<file path="src/rtl/sticky_evt_pkg.sv">
package sticky_evt_pkg;

    localparam int CELLS = 3;

    typedef logic [CELLS-1:0] cell_vec_t;

    typedef enum logic [1:0] {
        SEL_A = 2'd0,
        SEL_B = 2'd1,
        SEL_C = 2'd2
    } cell_sel_e;

    function automatic cell_sel_e next_sel(input cell_sel_e cur);
        case (cur)
            SEL_A:   next_sel = SEL_B;
            SEL_B:   next_sel = SEL_C;
            default: next_sel = SEL_A;
        endcase
    endfunction

endpackage

</file>
<file path="src/rtl/sticky_clr_rotor.sv">
module sticky_clr_rotor
    import sticky_evt_pkg::*;
(
    input  logic      clk,
    input  logic      rst_n,
    input  logic      rd_i,
    output cell_vec_t sel_onehot_o,
    output cell_vec_t clr_pulse_o
);

    typedef struct packed {
        cell_sel_e sel;
    } rotor_t;

    rotor_t st_d, st_q;
    cell_vec_t onehot;

    always_comb begin
        st_d = st_q;
        if (rd_i) begin
            st_d.sel = next_sel(st_q.sel);
        end
        onehot = '0;
        for (int k = 0; k < CELLS; k++) begin
            if (st_q.sel == cell_sel_e'(k)) begin
                onehot[k] = 1'b1;
            end
        end
    end

    always_ff @(posedge clk) begin
        if (!rst_n) begin
            st_q.sel <= SEL_A;
        end else begin
            st_q <= st_d;
        end
    end

    assign sel_onehot_o = onehot;
    assign clr_pulse_o  = rd_i ? onehot : '0;

    // exactly one cell is selected at all times
    a_r3_sel_onehot: assert property (@(posedge clk) disable iff (!rst_n)
        $onehot(sel_onehot_o));

    // a read moves the selection one position up, C wraps to A
    a_r3_rotate: assert property (@(posedge clk) disable iff (!rst_n)
        rd_i |=> sel_onehot_o == {$past(sel_onehot_o[1:0]), $past(sel_onehot_o[2])});

    // without a read the selection holds
    a_r3_hold: assert property (@(posedge clk) disable iff (!rst_n)
        !rd_i |=> $stable(sel_onehot_o));

endmodule

</file>
<file path="src/rtl/sticky_cell_trio.sv">
module sticky_cell_trio
    import sticky_evt_pkg::*;
(
    input  logic      clk,
    input  logic      rst_n,
    input  logic      evt_i,
    input  cell_vec_t clr_i,
    output logic      level_nxt_o
);

    typedef struct packed {
        cell_vec_t cells;
    } trio_t;

    trio_t st_d, st_q;

    generate
        for (genvar k = 0; k < CELLS; k++) begin : g_cell
            // set has priority over the rotating clear
            assign st_d.cells[k] = evt_i | (st_q.cells[k] & ~clr_i[k]);
        end
    endgenerate

    assign level_nxt_o = |st_d.cells;

    always_ff @(posedge clk) begin
        if (!rst_n) begin
            st_q <= '0;
        end else begin
            st_q <= st_d;
        end
    end

    // an event fills all three cells even against a clear
    a_r4_set_wins: assert property (@(posedge clk) disable iff (!rst_n)
        evt_i |=> st_q.cells == '1);

    // a clear without an event empties the selected cell
    a_r2_clear_sel: assert property (@(posedge clk) disable iff (!rst_n)
        (|clr_i && !evt_i) |=> (st_q.cells & $past(clr_i)) == '0);

    // at most one cell cleared per read
    a_r2_single_clear: assert property (@(posedge clk) disable iff (!rst_n)
        $onehot0(clr_i));

endmodule

</file>
<file path="src/rtl/sticky_evt_bank.sv">
module sticky_evt_bank
    import sticky_evt_pkg::*;
#(
    parameter int                     NUM_BITS = 8,
    parameter logic [NUM_BITS-1:0]    NEG_MASK = 8'h0E
) (
    input  logic                clk,
    input  logic                rst_n,
    input  logic [NUM_BITS-1:0] evt_i,
    input  logic                rd_i,
    output logic [NUM_BITS-1:0] snap_o,
    output logic [CELLS-1:0]    clr_sel_o
);

    typedef struct packed {
        logic [NUM_BITS-1:0] snap;
    } bank_t;

    bank_t st_d, st_q;
    cell_vec_t clr_pulse;
    cell_vec_t sel_onehot;
    logic [NUM_BITS-1:0] level_nxt;

    sticky_clr_rotor u_rotor (
        .clk          (clk),
        .rst_n        (rst_n),
        .rd_i         (rd_i),
        .sel_onehot_o (sel_onehot),
        .clr_pulse_o  (clr_pulse)
    );

    generate
        for (genvar i = 0; i < NUM_BITS; i++) begin : g_bit
            sticky_cell_trio u_trio (
                .clk         (clk),
                .rst_n       (rst_n),
                .evt_i       (evt_i[i]),
                .clr_i       (clr_pulse),
                .level_nxt_o (level_nxt[i])
            );

            // a coincident event is reported asserted on that read
            a_r4_coincident: assert property (@(posedge clk) disable iff (!rst_n)
                (rd_i && evt_i[i]) |=> snap_o[i] == ~NEG_MASK[i]);
        end
    endgenerate

    always_comb begin
        st_d = st_q;
        if (rd_i) begin
            st_d.snap = level_nxt ^ NEG_MASK;
        end
    end

    always_ff @(posedge clk) begin
        if (!rst_n) begin
            st_q.snap <= NEG_MASK;
        end else begin
            st_q <= st_d;
        end
    end

    assign snap_o    = st_q.snap;
    assign clr_sel_o = sel_onehot;

    // snapshot moves only on a read
    a_r7_snap_hold: assert property (@(posedge clk) disable iff (!rst_n)
        !rd_i |=> $stable(snap_o));

endmodule

</file>
<file path="config.mk">
export PLATFORM = sky130hd
export DESIGN_NAME = sticky_evt_bank
export DESIGN_NICKNAME = d
export VERILOG_FILES = /design/src/rtl/sticky_evt_pkg.sv /design/src/rtl/sticky_clr_rotor.sv /design/src/rtl/sticky_cell_trio.sv /design/src/rtl/sticky_evt_bank.sv
export SDC_FILE = /design/constraint.sdc
export NUM_CORES = 1
export LEC_CHECK = 0
export ABC_CLOCK_PERIOD_IN_PS = 2000
export CAP_MARGIN = 20
export CORE_MARGIN = 2
export CORE_UTILIZATION = 50
export DETAILED_ROUTE_END_ITERATION = 10
export PLACE_DENSITY = 0.84
export SLEW_MARGIN = 20
export SYNTH_ARGS = -nofsm -noshare
export SYNTH_HDL_FRONTEND = slang
export SYNTH_SLANG_ARGS = --single-unit
</file>
<file path="constraint.sdc">
create_clock -name clk -period 2 [get_ports clk]
set_input_delay 0.3 -clock clk [delete_from_list [all_inputs] [get_ports clk]]
set_output_delay 0.3 -clock clk [all_outputs]
set_load 0.01 [all_outputs]
</file>
== Word-level counts from Yosys, hierarchy flattened ==
Cells that the tools add are included.
Cells by class
  add/sub/neg operators: 0
  multiply operators: 0
  divide/modulo/power cells: 0
  order comparisons: 0
  eq/ne operators: 2
  shift operators: 0
  muxes and demuxes: 5
  bitwise logic cells: 52
  reduce and logical (&&, ||, !) cells: 9
Operators with widths (count)
  bitwise AND 1 bit: 24
  OR 1 bit: 24
  OR reduction 3 bit: 8
  one-hot mux 2 bit (2 select lines): 1
  two-way mux 1 bit: 3
  two-way mux 3 bit: 1
  NOT 1 bit: 3
  NOT 3 bit: 1
  == test 2 x 1 -> 1 bit (second input constant): 1
  == test 2 bit (second input constant): 1
  logical NOT 2 bit: 1
Word-level totals
  flip-flop bits (word level): 34
  bits in latches: 0
  RAM bits: 0
  bits in read-only memories: 0
  bits of input ports: 11
  output and inout port bits: 11
  word-level logic and storage cells: 78
  memories: 0

== Longest topological paths before layout ==
Gate-level depths: netlist of run 1.
  depth after elaboration: 8
  mapped depth: 4
  gate-level depth less buffers: 3

== Modules after synthesis ==
Synthesis of run 1 repeated with hierarchy kept, for this count alone.
Unflattened totals
  cells, all modules: 120
  area total of the unflattened synthesis: 1285.0 sq um
By module, submodules not included
  sticky_cell_trio: times used 8, cells an instance 10, area an instance 108.9 sq um, sequential area each 60.1 sq um
  sticky_evt_bank: times used 1, cells an instance 28, area an instance 302.8 sq um, sequential area each 160.2 sq um
  sticky_clr_rotor: times used 1, cells an instance 12, area an instance 111.4 sq um, sequential area each 40.0 sq um

== Least setup slack after synthesis of run 1 ==
OpenSTA, ideal clock, no wires.
  path kind: register to register
  start point: register u_rotor.st_q[1] in the netlist's numbering
  end point: register st_q (netlist bit snap_o[6])
  arrival time: 1.043 ns
  setup slack: 0.833 ns
  cell stages (with the launch flop): 5
  buffers on the path: 1
  period minus slack after synthesis: 1.167 ns
  cell sequence: dfxtp_1 -> or3b_1 -> buf_6 -> a21oi_2 -> o22ai_1
On the way
  word-level cells in the longest chain between the ends: 7
  elaborated cells between the ends (all ways): 17
  classes of those cells: eq/ne: 2; mux: 4; bitwise: 9; reduce/logical: 2
RTL lines
  start: declaration: line sticky_clr_rotor.sv:15  | rotor_t st_d, st_q;
  start signal: assignment: line sticky_clr_rotor.sv:35  | st_q <= st_d;
  == test 2 x 1 -> 1 bit, or another cell as far along: line sticky_clr_rotor.sv:25  | if (st_q.sel == cell_sel_e'(k)) begin
  two-way mux 1 bit: line sticky_clr_rotor.sv:25
  two-way mux 3 bit *: line sticky_clr_rotor.sv:40  | assign clr_pulse_o = rd_i ? onehot : '0;
  NOT 1 bit: line sticky_cell_trio.sv:20  | assign st_d.cells[k] = evt_i | (st_q.cells[k] & ~clr_i[k]);
  bitwise AND 1 bit: line sticky_cell_trio.sv:20
  OR 1 bit: line sticky_cell_trio.sv:20
  OR reduction 3 bit *: line sticky_cell_trio.sv:24  | assign level_nxt_o = |st_d.cells;
  end signal: assignment: line sticky_evt_bank.sv:59  | st_q <= st_d;
  end: declaration: line sticky_evt_bank.sv:19  | bank_t st_d, st_q;
Mark *: on every way between the ends. The rest lies on a longest branch, timed or not.
A chain may end at the register's enable or synchronous reset.

== Final worst setup path of run 1 ==
  start point: register u_rotor.st_q[1] in the netlist's numbering
  end point: output clr_sel_o[1]
On the way
  word-level cells in the longest chain between the ends: 2
RTL lines
  == test 2 x 1 -> 1 bit: line sticky_clr_rotor.sv:25
  two-way mux 1 bit: line sticky_clr_rotor.sv:25
  end: declaration: line sticky_evt_bank.sv:12  | output logic [CELLS-1:0] clr_sel_o
Every way passes these cells.

==> results.txt, run 1 <==
- The initial antenna violation count was 0.
- Power per cell area: around 830 nW/um^2
* DR DRC count: 0
- Via count of the first global-routing pass: between 1,000 and 1,500
- Inserted Diodes: 0
* Relative contribution of the clock network to total power: 0.254
- For this run, global-route usage on met1 was measured as 0.2563.
- The final layout contains roughly 180 nets.
- Die Y-Extent: between 50 and 60 microns
- Setup repair after global routing left no endpoint under its margin.
* Number of violations of the max-capacitance limit: 0
* Post-CTS Setup Inserts: 0
- The die covers 3080 sq um.
- Final hold analysis gives a worst-case slack of 0.4960 ns.
- Async set-or-reset flop fraction in the synthesized netlist: 0
- In this run the worst path has a maximum fanout of 7.
- Internal reg-to-reg setup slack: 0.51 ns
* Synth Instances: between 100 and 150
- Outcome: completed
- After detailed routing, the number of vias per cell comes to 5.782.
- The region available for standard cell placement spans ~2500 sq um.
- Required time of the critical path: 1.70 ns
- The worst hold path was traced through 2 stages.
- Fill cells in the final layout number 208.
- Syn Nets: about 160
* Share of the clock period used by the worst path: 0.9244
- Based on the critical path, the design can be clocked at up to 540.9 MHz.
- Sum Neg Setup Slack: 0 ns
- Origin of the critical flop-to-flop path: u_rotor.st_q[1]
- Min Tclk post-route: 1.849 ns
* Detail Route Antenna Nets: 0
* Clock tree from TritonCTS: done
* Wire length of the first global-routing pass: 4885 microns
* Seq cells post-synth: 34
- Yosys mapped the design onto 25 distinct sky130hd cell types.
* Number of standard-cell rows in the floorplan: 18
* Endpoint kind of the worst setup timing path: output pin
- The wire-length estimate of the detail-placed layout is about 2100 microns.
- CTS built an H-tree with a depth of 2.
- The clock passes through at most 2 buffers.
* CTS root buffer: sky130_fd_sc_hd__clkbuf_4
* Final GP Congestion: 0.7807
- The most used flip-flop cell after synthesis is sky130_fd_sc_hd__dfxtp_1.
- Headroom to the max-slew limit came out at 0.5966.
- Of the post-synthesis cell area, the dominant cell type holds 0.5132.
- After detailed routing, the total wire length is 3019 microns.
- GR Overflow Total: 0
* Met2 layer usage reported by global route: 0.3146
* Latest clock arrival within the worst-skew pair: approximately 0.33 ns
- The worst register-to-register path ends at snap_o[7].
* CP startpoint: u_rotor.st_q[1]
- Number of DRC violations after detailed-routing iteration 0: 33
- Mean post-synth cell area: between 9 and 10 sq um
* Share of final-layout standard cells stronger than drive strength 1: 0.1337
- At the end of the flow the core is filled with cells to 0.6502.
* Final routed wire length divided by cell count: around 15 microns
- The tree built by TritonCTS fans out to 34 sinks.
- Yosys warning count: 0
- For this run, the detailed router's first-pass iteration total came to 4.
- Post-route cell area: 1625 sq um
- Number of input and output port buffers inserted: 21
- Entering global routing, the biggest net connects 29 pins.
* Number of top-level pins: 22
- Final count of hold timing violations: 0
- Main area contributors after synthesis: sky130_fd_sc_hd__dfxtp_1, sky130_fd_sc_hd__a21oi_1, sky130_fd_sc_hd__nor2_1
* Min-delay worst type: reg2reg
- For this run, global-route usage on met3 was measured as 0.08899.
* Pin slew with the least headroom to its limit: ~0.6 ns
- Critical Path Source Type: register
* Number of buffers added to fix hold violations after cts: 0
- Seq pwr share: 0.573
* Number of synthesized flops with an enable pin: 0
- From synthesis to final layout, the design area changed by 22.55%.
- Number of max-slew violations in the final report: 0
- The share of total power dissipated in combinational logic is 0.173.
* Worst VDD drop: a little under 0.0007 V
- Die extent in x: between 50 and 60 microns
- Measured in cells, the most critical reg-to-reg path has a length of 3.
- Initial core utilization: 0.5305
- The synthesized design spends more area on one cell type than any other, namely sky130_fd_sc_hd__dfxtp_1.
- TritonCTS created 5 clock buffers.
- The clock arrives with 0.005210 ns of skew.
- Post-CTS clock slew at the launch and capture registers of the worst setup and hold paths: approximately 0.090 ns
- In this run the cell area of the synthesized design comes to 1326 sq um.
* Layer with the highest usage: met2
* Switching power summed over all nets: 0.3616 mW
- Final-report setup violation count: 0
- Data on the critical path arrives at its endpoint at ~1.6 ns.
* Pint: 0.9869 mW
- In this run the static leakage power is ~0.63 nW.
* Critical path endpoint: clr_sel_o[1]
* Post-synthesis sequential area ratio: 0.5132
- Worst Setup Path Type: reg2out
* Cell area after placement: ~1600 sq um
* Overall power of the completed layout: roughly 1.3 mW
- Count of vias placed by the detailed router: about 1,200
* Total Routing Usage GR: 0.2046
- Of the total power, the share spent switching nets is 0.2681.
## synthesized netlist by cell type (3+ instances only)
| cell | count |
|---|---|
| sky130_fd_sc_hd__dfxtp_1 | 34 |
| sky130_fd_sc_hd__a21oi_1 | 26 |
| sky130_fd_sc_hd__nor2_1 | 25 |
| sky130_fd_sc_hd__a21oi_2 | 9 |
| sky130_fd_sc_hd__o22ai_1 | 7 |
| sky130_fd_sc_hd__nand2b_1 | 5 |
| sky130_fd_sc_hd__o21ai_0 | 5 |
| sky130_fd_sc_hd__a211oi_1 | 4 |
| sky130_fd_sc_hd__clkbuf_1 | 3 |
| sky130_fd_sc_hd__inv_1 | 3 |
| sky130_fd_sc_hd__mux2_1 | 3 |
| sky130_fd_sc_hd__o21bai_1 | 3 |
## per-stage QoR
stage	instances	worst slack, ns
after detailed placement	195	0.05909
final	202	0.1511
after floorplan	145	0.8327
after CTS	202	0.05672
after global placement	195	0.09000
after global routing	202	0.06753
## registers in the layout (all words and copies together), names as in the netlist
name               count
snap_o                 8
u_rotor.st_q           2
g_bit.u_trio.st_q     24
## layout make-up
cell class	instances	area (sq um)	share of cell area
sequential	34	681.9	0.4196
multi-input combinational	100	590.6	0.3634
timing repair buffer	27	255.2	0.1570
clock buffer	7	45.04	0.02771
tap	30	37.54	0.02309
inverter	4	15.01	0.009238
## cell usage in the layout (no fill, tap or decap)
| master | netlist | routed |
|---|---|---|
| sky130_fd_sc_hd__o21bai_1 | 3 | 3 |
| sky130_fd_sc_hd__inv_2 | 1 | 1 |
| sky130_fd_sc_hd__mux2_1 | 3 | 3 |
| sky130_fd_sc_hd__or3b_1 | 1 | 1 |
| sky130_fd_sc_hd__o21ai_0 | 5 | 5 |
| sky130_fd_sc_hd__nand2b_1 | 5 | 5 |
| sky130_fd_sc_hd__nand3b_1 | 2 | 2 |
| sky130_fd_sc_hd__clkdlybuf4s50_1 | 0 | 21 |
| sky130_fd_sc_hd__clkbuf_4 | 0 | 5 |
| sky130_fd_sc_hd__inv_1 | 3 | 3 |
| sky130_fd_sc_hd__nor2_1 | 25 | 25 |
| sky130_fd_sc_hd__o211ai_1 | 1 | 1 |
| sky130_fd_sc_hd__clkbuf_1 | 3 | 2 |
| sky130_fd_sc_hd__a211oi_1 | 4 | 4 |
| sky130_fd_sc_hd__dfxtp_2 | 0 | 1 |
| sky130_fd_sc_hd__mux2_2 | 1 | 1 |
| sky130_fd_sc_hd__o311ai_1 | 1 | 1 |
| sky130_fd_sc_hd__o21a_1 | 2 | 2 |
| sky130_fd_sc_hd__or2b_1 | 1 | 1 |
| sky130_fd_sc_hd__a21oi_2 | 9 | 9 |
| sky130_fd_sc_hd__nand2_1 | 2 | 2 |
| sky130_fd_sc_hd__dfxtp_1 | 34 | 33 |
| sky130_fd_sc_hd__buf_4 | 1 | 6 |
| sky130_fd_sc_hd__a221o_1 | 2 | 2 |
| sky130_fd_sc_hd__a21oi_1 | 26 | 26 |
| sky130_fd_sc_hd__o22ai_1 | 7 | 7 |
## metal layers
| layer | vias up | wire length, microns |
|---|---|---|
| li1 | 571 | - |
| met2 | 35 | 1424 |
| met4 | 0 | 21 |
| met1 | 560 | 1379 |
| met3 | 2 | 194 |
| met5 | - | 0 |
## critical path, stage by stage, from the launching register on
cell	delay (ns)
sky130_fd_sc_hd__dfxtp_1	0.39
sky130_fd_sc_hd__nand2b_1	0.19
sky130_fd_sc_hd__inv_1	0.08
sky130_fd_sc_hd__clkdlybuf4s50_1	0.55
## timing repair
item,4_1_cts,5_1_grt
setup endpoints to repair,0,1
endpoints found under the hold margin,0,0
resized for setup,0,1
## worst min-delay path by stage
stage,startpoint,endpoint
after floorplan,evt_i[0],g_bit[0].u_trio.st_q[0]
after global placement,g_bit[6].u_trio.st_q[0],g_bit[6].u_trio.st_q[0]
after detailed placement,g_bit[7].u_trio.st_q[0],g_bit[7].u_trio.st_q[0]
after CTS,g_bit[7].u_trio.st_q[0],g_bit[7].u_trio.st_q[0]
after global routing,snap_o[3],snap_o[3]
final,g_bit[7].u_trio.st_q[1],g_bit[7].u_trio.st_q[1]
## cell families after synthesis
group / after synthesis / synth area share
AO/OA/AOI/OAI: 60 / 0.2877
AND/OR/NAND/NOR: 36 / 0.1236
flip-flops: 34 / 0.5132
buffers and inverters: 11 / 0.04151
multiplexers: 4 / 0.03396
## power groups by stage
| stage | logic, mW | clock network, mW | registers [mW] |
|---|---|---|---|
| floorplan | 0.127 | 0 | 0.783 |
| global placement | 0.225 | 0 | 0.783 |
| detailed placement | 0.233 | 0 | 0.787 |
| CTS | 0.234 | 0.348 | 0.771 |
| global route | 0.255 | 0.389 | 0.778 |
| finish | 0.234 | 0.343 | 0.772 |
(Power assumes the default switching activity.)
==> run 2: changes to the inputs <==
--- a/config.mk
+++ b/config.mk
@@ -11,6 +11,7 @@
 export CORE_UTILIZATION = 50
 export DETAILED_ROUTE_END_ITERATION = 10
 export PLACE_DENSITY = 0.84
+export RECOVER_POWER = 25
 export SLEW_MARGIN = 20
 export SYNTH_ARGS = -nofsm -noshare
 export SYNTH_HDL_FRONTEND = slang
==> results.txt, run 2 (same netlist as run 1, synthesis figures left out) <==
- The worst-case headroom to the max-slew limit was 0.5963 (about the same).
- Min Tclk post-route: 1.855 ns (+0.006368 ns)
- The count of buffer and inverter cells on the critical path came to 2 (unchanged).
- Post-layout instance count excluding filler cells: 202 (unchanged)
* Wire length of the first global-routing pass: 4885 microns (unchanged)
- The antenna diode count was 0 (unchanged).
* Outcome: completed
- Clock tree from TritonCTS: done
* Total Routing Usage GR: 0.2046 (unchanged)
- The number of global-route vias before repair is 1,096 (unchanged).
- Power per cell area: 830.9 nW/um^2 (+0.15%)
* Detail Route Antenna Nets: 0 (unchanged)
* Final-report setup violation count: 0 (unchanged)
* Initial core utilization: 0.5305 (unchanged)
- Sum Neg Setup Slack: 0 ns (unchanged)
- The multi-input combinational cell area came to 590.6 sq um (unchanged).
* Biggest cell delay along the critical path: 0.55 ns (about the same)
- The final hold violation count was 0 (unchanged).
- The number of setup buffers added after CTS is 0 (unchanged).
- The part of the cycle the worst path needs was 0.9276 (+0.003184).
- The top cell types in the final layout, fill and taps aside, are sky130_fd_sc_hd__dfxtp_1, sky130_fd_sc_hd__a21oi_1, sky130_fd_sc_hd__nor2_1.
- More flip-flops sit in one register than any other, and that register is g_bit.u_trio.st_q.
* Count of nets after finishing: 183 (unchanged)
- For hold timing, the worst endpoint is g_bit[7].u_trio.st_q[0].
- The clock latency reported for the late side of the worst-skew pair was 0.33 ns (about the same).
- In this run the most critical hold path is launched from g_bit[7].u_trio.st_q[0].
* Origin of the critical flop-to-flop path: u_rotor.st_q[1]
- Number of DRC violations after detailed-routing iteration 0: 36 (+9.1%)
- The total I/O pin count came to 22 (unchanged).
* DR DRC count: 0 (unchanged)
- The highest fanout seen on the critical path is 7 (unchanged).
* Critical Path Source Type: register
- Clock tree synthesis selected as its root buffer the cell sky130_fd_sc_hd__clkbuf_4.
- The worst reg-to-reg setup slack is 0.51 ns (about the same).
- The final-report max-slew violation count was 0 (unchanged).
- The max-capacitance violation count was 0 (unchanged).
- Number of input and output port buffers inserted: 21 (unchanged)
- Number of detailed-route iterations in the first pass: 4 (unchanged)
* GR Overflow Total: 0 (unchanged)
- Cell with the biggest individual delay on the critical path: sky130_fd_sc_hd__clkdlybuf4s50_1
- Number of buffers added to fix hold violations after cts: 0 (unchanged)
* # clock sinks: 34 (unchanged)
* Overall die area: 3080 sq um (unchanged)
- The number of cells on the worst reg-to-reg path came to 3 (unchanged).
* Crit-path cells: nand2b_1, inv_1, clkdlybuf4s50_1
- The number of instances in the placed design was 195 (unchanged).
- Endpoint kind of the worst setup timing path: output pin
- Final GP Congestion: 0.7807 (unchanged)
- Hpwl dp: 2065 microns (unchanged)
- The peak ir drop on the vdd network was 0.0006945 V (+0.31%).
* Fin Clk Skew: 0.002796 ns (-0.002414 ns)
* Maximum number of pins on one net before global-route repair: 29 (unchanged)
* Post-cts gate resize count: 0 (unchanged)
- Post-CTS clock slew at the launch and capture registers of the worst setup and hold paths: 0.09 ns (about the same)
* Final routed wire length divided by cell count: 15.10 microns (+1.0%)
- The H-tree depth was 2 (unchanged).
- The routed wire length came to 3050 microns (+1.0%).
* Clock buffer count from CTS: 5 (unchanged)
- The floorplan die height was 55.50 microns (unchanged).
* Maximum clock insertion buffer count: 2 (unchanged)
- The total leakage power came to 0.6326 nW (about the same).
- The initial antenna violation count came to 0 (unchanged).
- The standard-cell row count came to 18 (unchanged).
* Share of final-layout standard cells stronger than drive strength 1: 0.1337 (unchanged)
- Arrival time reported for the critical path endpoint: 1.56 ns (about the same)
- The hold path depth was 2 (unchanged).
- The core footprint came to 2500 sq um (unchanged).
* Sequential cell area in the final layout: 681.9 sq um (unchanged)
- The cell family contributing the most delay on the critical path is buffers and inverters.
- The worst endpoint required time came to 1.70 ns (about the same).
- Endpoint of the worst register-to-register path: snap_o[7]
- Pin slew with the least headroom to its limit: 0.6055 ns (+0.0003911 ns)
* Count of vias placed by the detailed router: 1,177 (+0.77%)
- Max reg flops: 24 (unchanged)
- The overall die width came to 55.50 microns (unchanged).
* Vias per std cell: 5.827 (+0.77%)
* Maximum achievable frequency: 539.0 MHz (-0.34%)
* Min-delay worst type: reg2reg
- Filler cell count: 208 (unchanged)
* Worst Setup Path Type: reg2out
* Commonest non-fill, non-tap cell in the layout: sky130_fd_sc_hd__dfxtp_1
* RSZ-0062 raised after global routing: no
- Signed area change from the synthesized netlist to the final layout: 22.55% (unchanged)
-- run 2: worst max path at each step --
stage	from	to	slack (ns)	cells after the start
final	u_rotor.st_q[1]	clr_sel_o[1]	0.14	3
after global routing	u_rotor.st_q[1]	clr_sel_o[0]	0.07	3
after global placement	rd_i	snap_o[7]	0.09	4
after detailed placement	rd_i	snap_o[7]	0.06	4
after floorplan	u_rotor.st_q[1]	snap_o[6]	0.83	4
after CTS	u_rotor.st_q[0]	clr_sel_o[1]	0.06	3
-- run 2: power breakdown --
group	total (mW)	internal, mW	switching (mW)
clock network	0.345	0.132	0.212
registers	0.773	0.733	0.0396
logic	0.233	0.121	0.112
total	1.35	0.986	0.364
-- run 2: metal layers --
layer / wire, microns / up-vias / global-route usage
li1: - / 572 / -
met4: 21 / 0 / 0.06969
met2: 1443 / 30 / 0.3146
met5: 0 / - / 0
met1: 1430 / 573 / 0.2563
met3: 155 / 2 / 0.08899
-- run 2: worst min-delay path, cell delays in order (launching register included) --
cell and delay [ns]:
sky130_fd_sc_hd__dfxtp_1 0.35, sky130_fd_sc_hd__a21oi_2 0.05, sky130_fd_sc_hd__nor2_1 0.07
-- run 2: metrics by stage --
step / instance area (sq um) / setup WS, ns / utilization / hold slack (ns) / power (mW)
after floorplan: 1326 / 0.8327 / - / 0.4109 / 0.9106
after global placement: 1579 / 0.09000 / 0.6316 / 0.4700 / 1.008
after detailed placement: 1579 / 0.05909 / 0.6316 / 0.4720 / 1.020
after CTS: 1624 / 0.05672 / 0.6497 / 0.4980 / 1.354
after global routing: 1625 / 0.06753 / 0.6502 / 0.5192 / 1.421
final: 1625 / 0.1448 / 0.6502 / 0.4971 / 1.351
-- run 2: area by class of cell --
type,instances,share of cell area
Sequential cell,34,0.4196
Timing Repair Buffer,27,0.1570
Multi-Input combinational cell,100,0.3634
Clock buffer,7,0.02771
Inverter,4,0.009238
Tap cell,30,0.02309
==> run 3: changes to the inputs <==
--- a/config.mk
+++ b/config.mk
@@ -8,9 +8,9 @@
 export ABC_CLOCK_PERIOD_IN_PS = 2000
 export CAP_MARGIN = 20
 export CORE_MARGIN = 2
-export CORE_UTILIZATION = 50
+export CORE_UTILIZATION = 35
 export DETAILED_ROUTE_END_ITERATION = 10
-export PLACE_DENSITY = 0.84
+export PLACE_DENSITY = 0.64
 export RECOVER_POWER = 25
 export SLEW_MARGIN = 20
 export SYNTH_ARGS = -nofsm -noshare
==> results.txt, run 3 (same netlist as run 1, synthesis figures left out) <==
- Count of vias placed by the detailed router: 1,141 (-3.1%)
- Latest clock arrival within the worst-skew pair: 0.28 ns (-0.05 ns)
- Required time of the critical path: 1.70 ns (about the same)
* Final GP Congestion: 0.7196 (-7.8%)
- The final cell count without fillers was 222 (+9.9%).
* Post-CTS Setup Inserts: 0 (unchanged)
- Number of input and output port buffers inserted: 21 (unchanged)
* Fin Clk Skew: 0.005157 ns (+0.002361 ns)
- Filler cell count: 343 (+65%)
- The worst-case headroom to the max-slew limit was 0.5873 (-0.009035).
* Maximum clock insertion buffer count: 2 (unchanged)
* Share of the clock period used by the worst path: 0.8947 (-0.03293)
- Maximum achievable frequency: 558.8 MHz (+3.7%)
- Vias per std cell: 5.140 (-12%)
- The number of instances in the placed design was 215 (+10%).
- Number of DRC violations after detailed-routing iteration 0: 98 (+170%)
- The final antenna-violating net count came to 0 (unchanged).
* Final routed wire length divided by cell count: 13.65 microns (-9.6%)
* Maximum number of pins on one net before global-route repair: 25 (-14%)
- Power per cell area: 868.1 nW/um^2 (+4.5%)
- The total global routing track utilization is 0.1596 (-0.04501).
- Counting flops per register, the top entry is g_bit.u_trio.st_q.
* Inserted Diodes: 0 (unchanged)
- Pin slew with the least headroom to its limit: 0.6191 ns (+0.01355 ns)
- Signed area change from the synthesized netlist to the final layout: 27.36%
- Die Y-Extent: 65.56 microns (+18%)
* Worst Slack Setup Final: 0.2106 ns (+0.06585 ns)
- The minimum clock period after layout is 1.789 ns (-0.06585 ns).
- Hpwl dp: 2032 microns (-1.6%)
- Number of max-slew violations in the final report: 0 (unchanged)
- Overall power of the completed layout: 1.466 mW (+8.6%)
- Post-route cell area: 1689 sq um (+3.9%)
- The number of global-route vias before repair came to 1,048 (-4.4%).
- The final hold violation count is 0 (unchanged).
- Worst VDD drop: 0.0003553 V (-49%)
- H-Tree Depth: 2 (unchanged)
- Setup repair after global routing left no endpoint under its margin.
* Total leakage power: 0.6512 nW (+2.9%)
* Number of buffers added to fix hold violations after cts: 0 (unchanged)
* # clock sinks: 34 (unchanged)
- The initial core utilization was 0.3623 (-0.1683).
- Min-delay worst type: reg2reg
* Die extent in x: 65.56 microns (+18%)
- Area occupied by multi-input gates: 590.6 sq um (unchanged)
- Sequential cell area in the final layout: 680.7 sq um (-0.18%)
- The number of resized instances in the post-cts repair step came to 0 (unchanged).
- Post-place setup slack: 0.1242 ns (+0.06511 ns)
- The clock transition at the registers of the reported paths is 0.06 ns (-0.03 ns).
* Share of final-layout standard cells stronger than drive strength 1: 0.1322 (-0.001537)
- The highest fanout seen on the critical path was 8 (+1).
- Number of standard-cell rows in the floorplan: 22 (+4)
* Clock buffer count from CTS: 5 (unchanged)
* DR DRC count: 0 (unchanged)
- Arrival time reported for the critical path endpoint: 1.49 ns (-0.07 ns)
* CTS root buffer: sky130_fd_sc_hd__clkbuf_8
- Cell area after placement: 1617 sq um (+2.4%)
- Clock tree from TritonCTS: done
* Final-report setup violation count: 0 (unchanged)
- Number of detailed-route iterations in the first pass: 4 (unchanged)
* Number of antenna violations at the first check in global routing: 0 (unchanged)
- Wire length of the first global-routing pass: 4905 microns (+0.41%)
- The die footprint is 4297 sq um (+40%).
* Number of top-level pins: 22 (unchanged)
* Endpoint kind of the worst setup timing path: output pin
* Area of the core: 3661 sq um (+46%)
* Critical Path Source Type: register
- The setup TNS is 0 ns (unchanged).
- The remaining global-route overflow is 0 (unchanged).
* Commonest non-fill, non-tap cell in the layout: sky130_fd_sc_hd__dfxtp_1
- The max-capacitance violation count was 0 (unchanged).
- The setup path with the least slack is of type reg2out.
- The run finished with clean final reports.
- The number of flip-flops under the largest register name is 24 (unchanged).
- Top library cells by usage in the layout, fill and taps aside: sky130_fd_sc_hd__dfxtp_1, sky130_fd_sc_hd__a21oi_1, sky130_fd_sc_hd__nor2_1
- Count of nets after finishing: 185 (+1.1%)
- The routed wire length is 3031 microns (-0.62%).
-- run 3: changes by cell type in the layout (fill, tap and decap cells not counted) --
| cell | delta |
|---|---|
| sky130_fd_sc_hd__clkbuf_1 | +1 |
| sky130_fd_sc_hd__buf_4 | +1 |
| sky130_fd_sc_hd__dfxtp_2 | -1 |
| sky130_fd_sc_hd__clkbuf_8 | +5 |
| sky130_fd_sc_hd__dfxtp_1 | +1 |
| sky130_fd_sc_hd__clkbuf_4 | -5 |
-- run 3: final cells by class --
class	count	share of cell area
Multi-Input combinational cell	100	0.3496
Inverter	4	0.008889
Sequential cell	34	0.4030
Tap cell	48	0.03556
Timing Repair Buffer	29	0.1578
Clock buffer	7	0.04519
-- run 3: stage by stage --
step	hold WS, ns	util
global placement	0.4680	0.4416
floorplan	0.4109	-
detailed placement	0.4785	0.4416
finish	0.4861	0.4614
global route	0.5157	0.4614
CTS	0.4921	0.4624
-- run 3: path summary, 6_finish.rpt --
path / start / endpoint / slack [ns] / cells past startpoint
setup / recovery: u_rotor.st_q[1] / clr_sel_o[0] / 0.21 / 3
hold / removal: g_bit[0].u_trio.st_q[2] / g_bit[0].u_trio.st_q[2] / 0.49 / 2
setup reg to reg: u_rotor.st_q[0] / snap_o[7] / 0.39 / 4
hold reg to reg: g_bit[0].u_trio.st_q[2] / g_bit[0].u_trio.st_q[2] / 0.49 / 2
-- run 3: critical path, cell delays in order (launching register included) --
cell and delay, ns:
sky130_fd_sc_hd__dfxtp_1 0.39, sky130_fd_sc_hd__buf_4 0.19, sky130_fd_sc_hd__nor2_1 0.09, sky130_fd_sc_hd__clkdlybuf4s50_1 0.54
-- run 3: where the power goes --
group,switching (mW),total (mW),internal [mW]
sequential,0.0366,0.770,0.734
clock,0.223,0.462,0.239
combinational,0.112,0.234,0.122
total,0.371,1.47,1.10
-- run 3: per-layer routing --
layer / part of all wire / up-vias / wire (microns) / global-route usage
li1: - / 570 / - / -
met1: 0.47 / 532 / 1415 / 0.1928
met4: 0.016 / 0 / 49 / 0.09115
met5: 0 / - / 0 / 0
met3: 0.058 / 4 / 177 / 0.07021
met2: 0.46 / 35 / 1388 / 0.2347
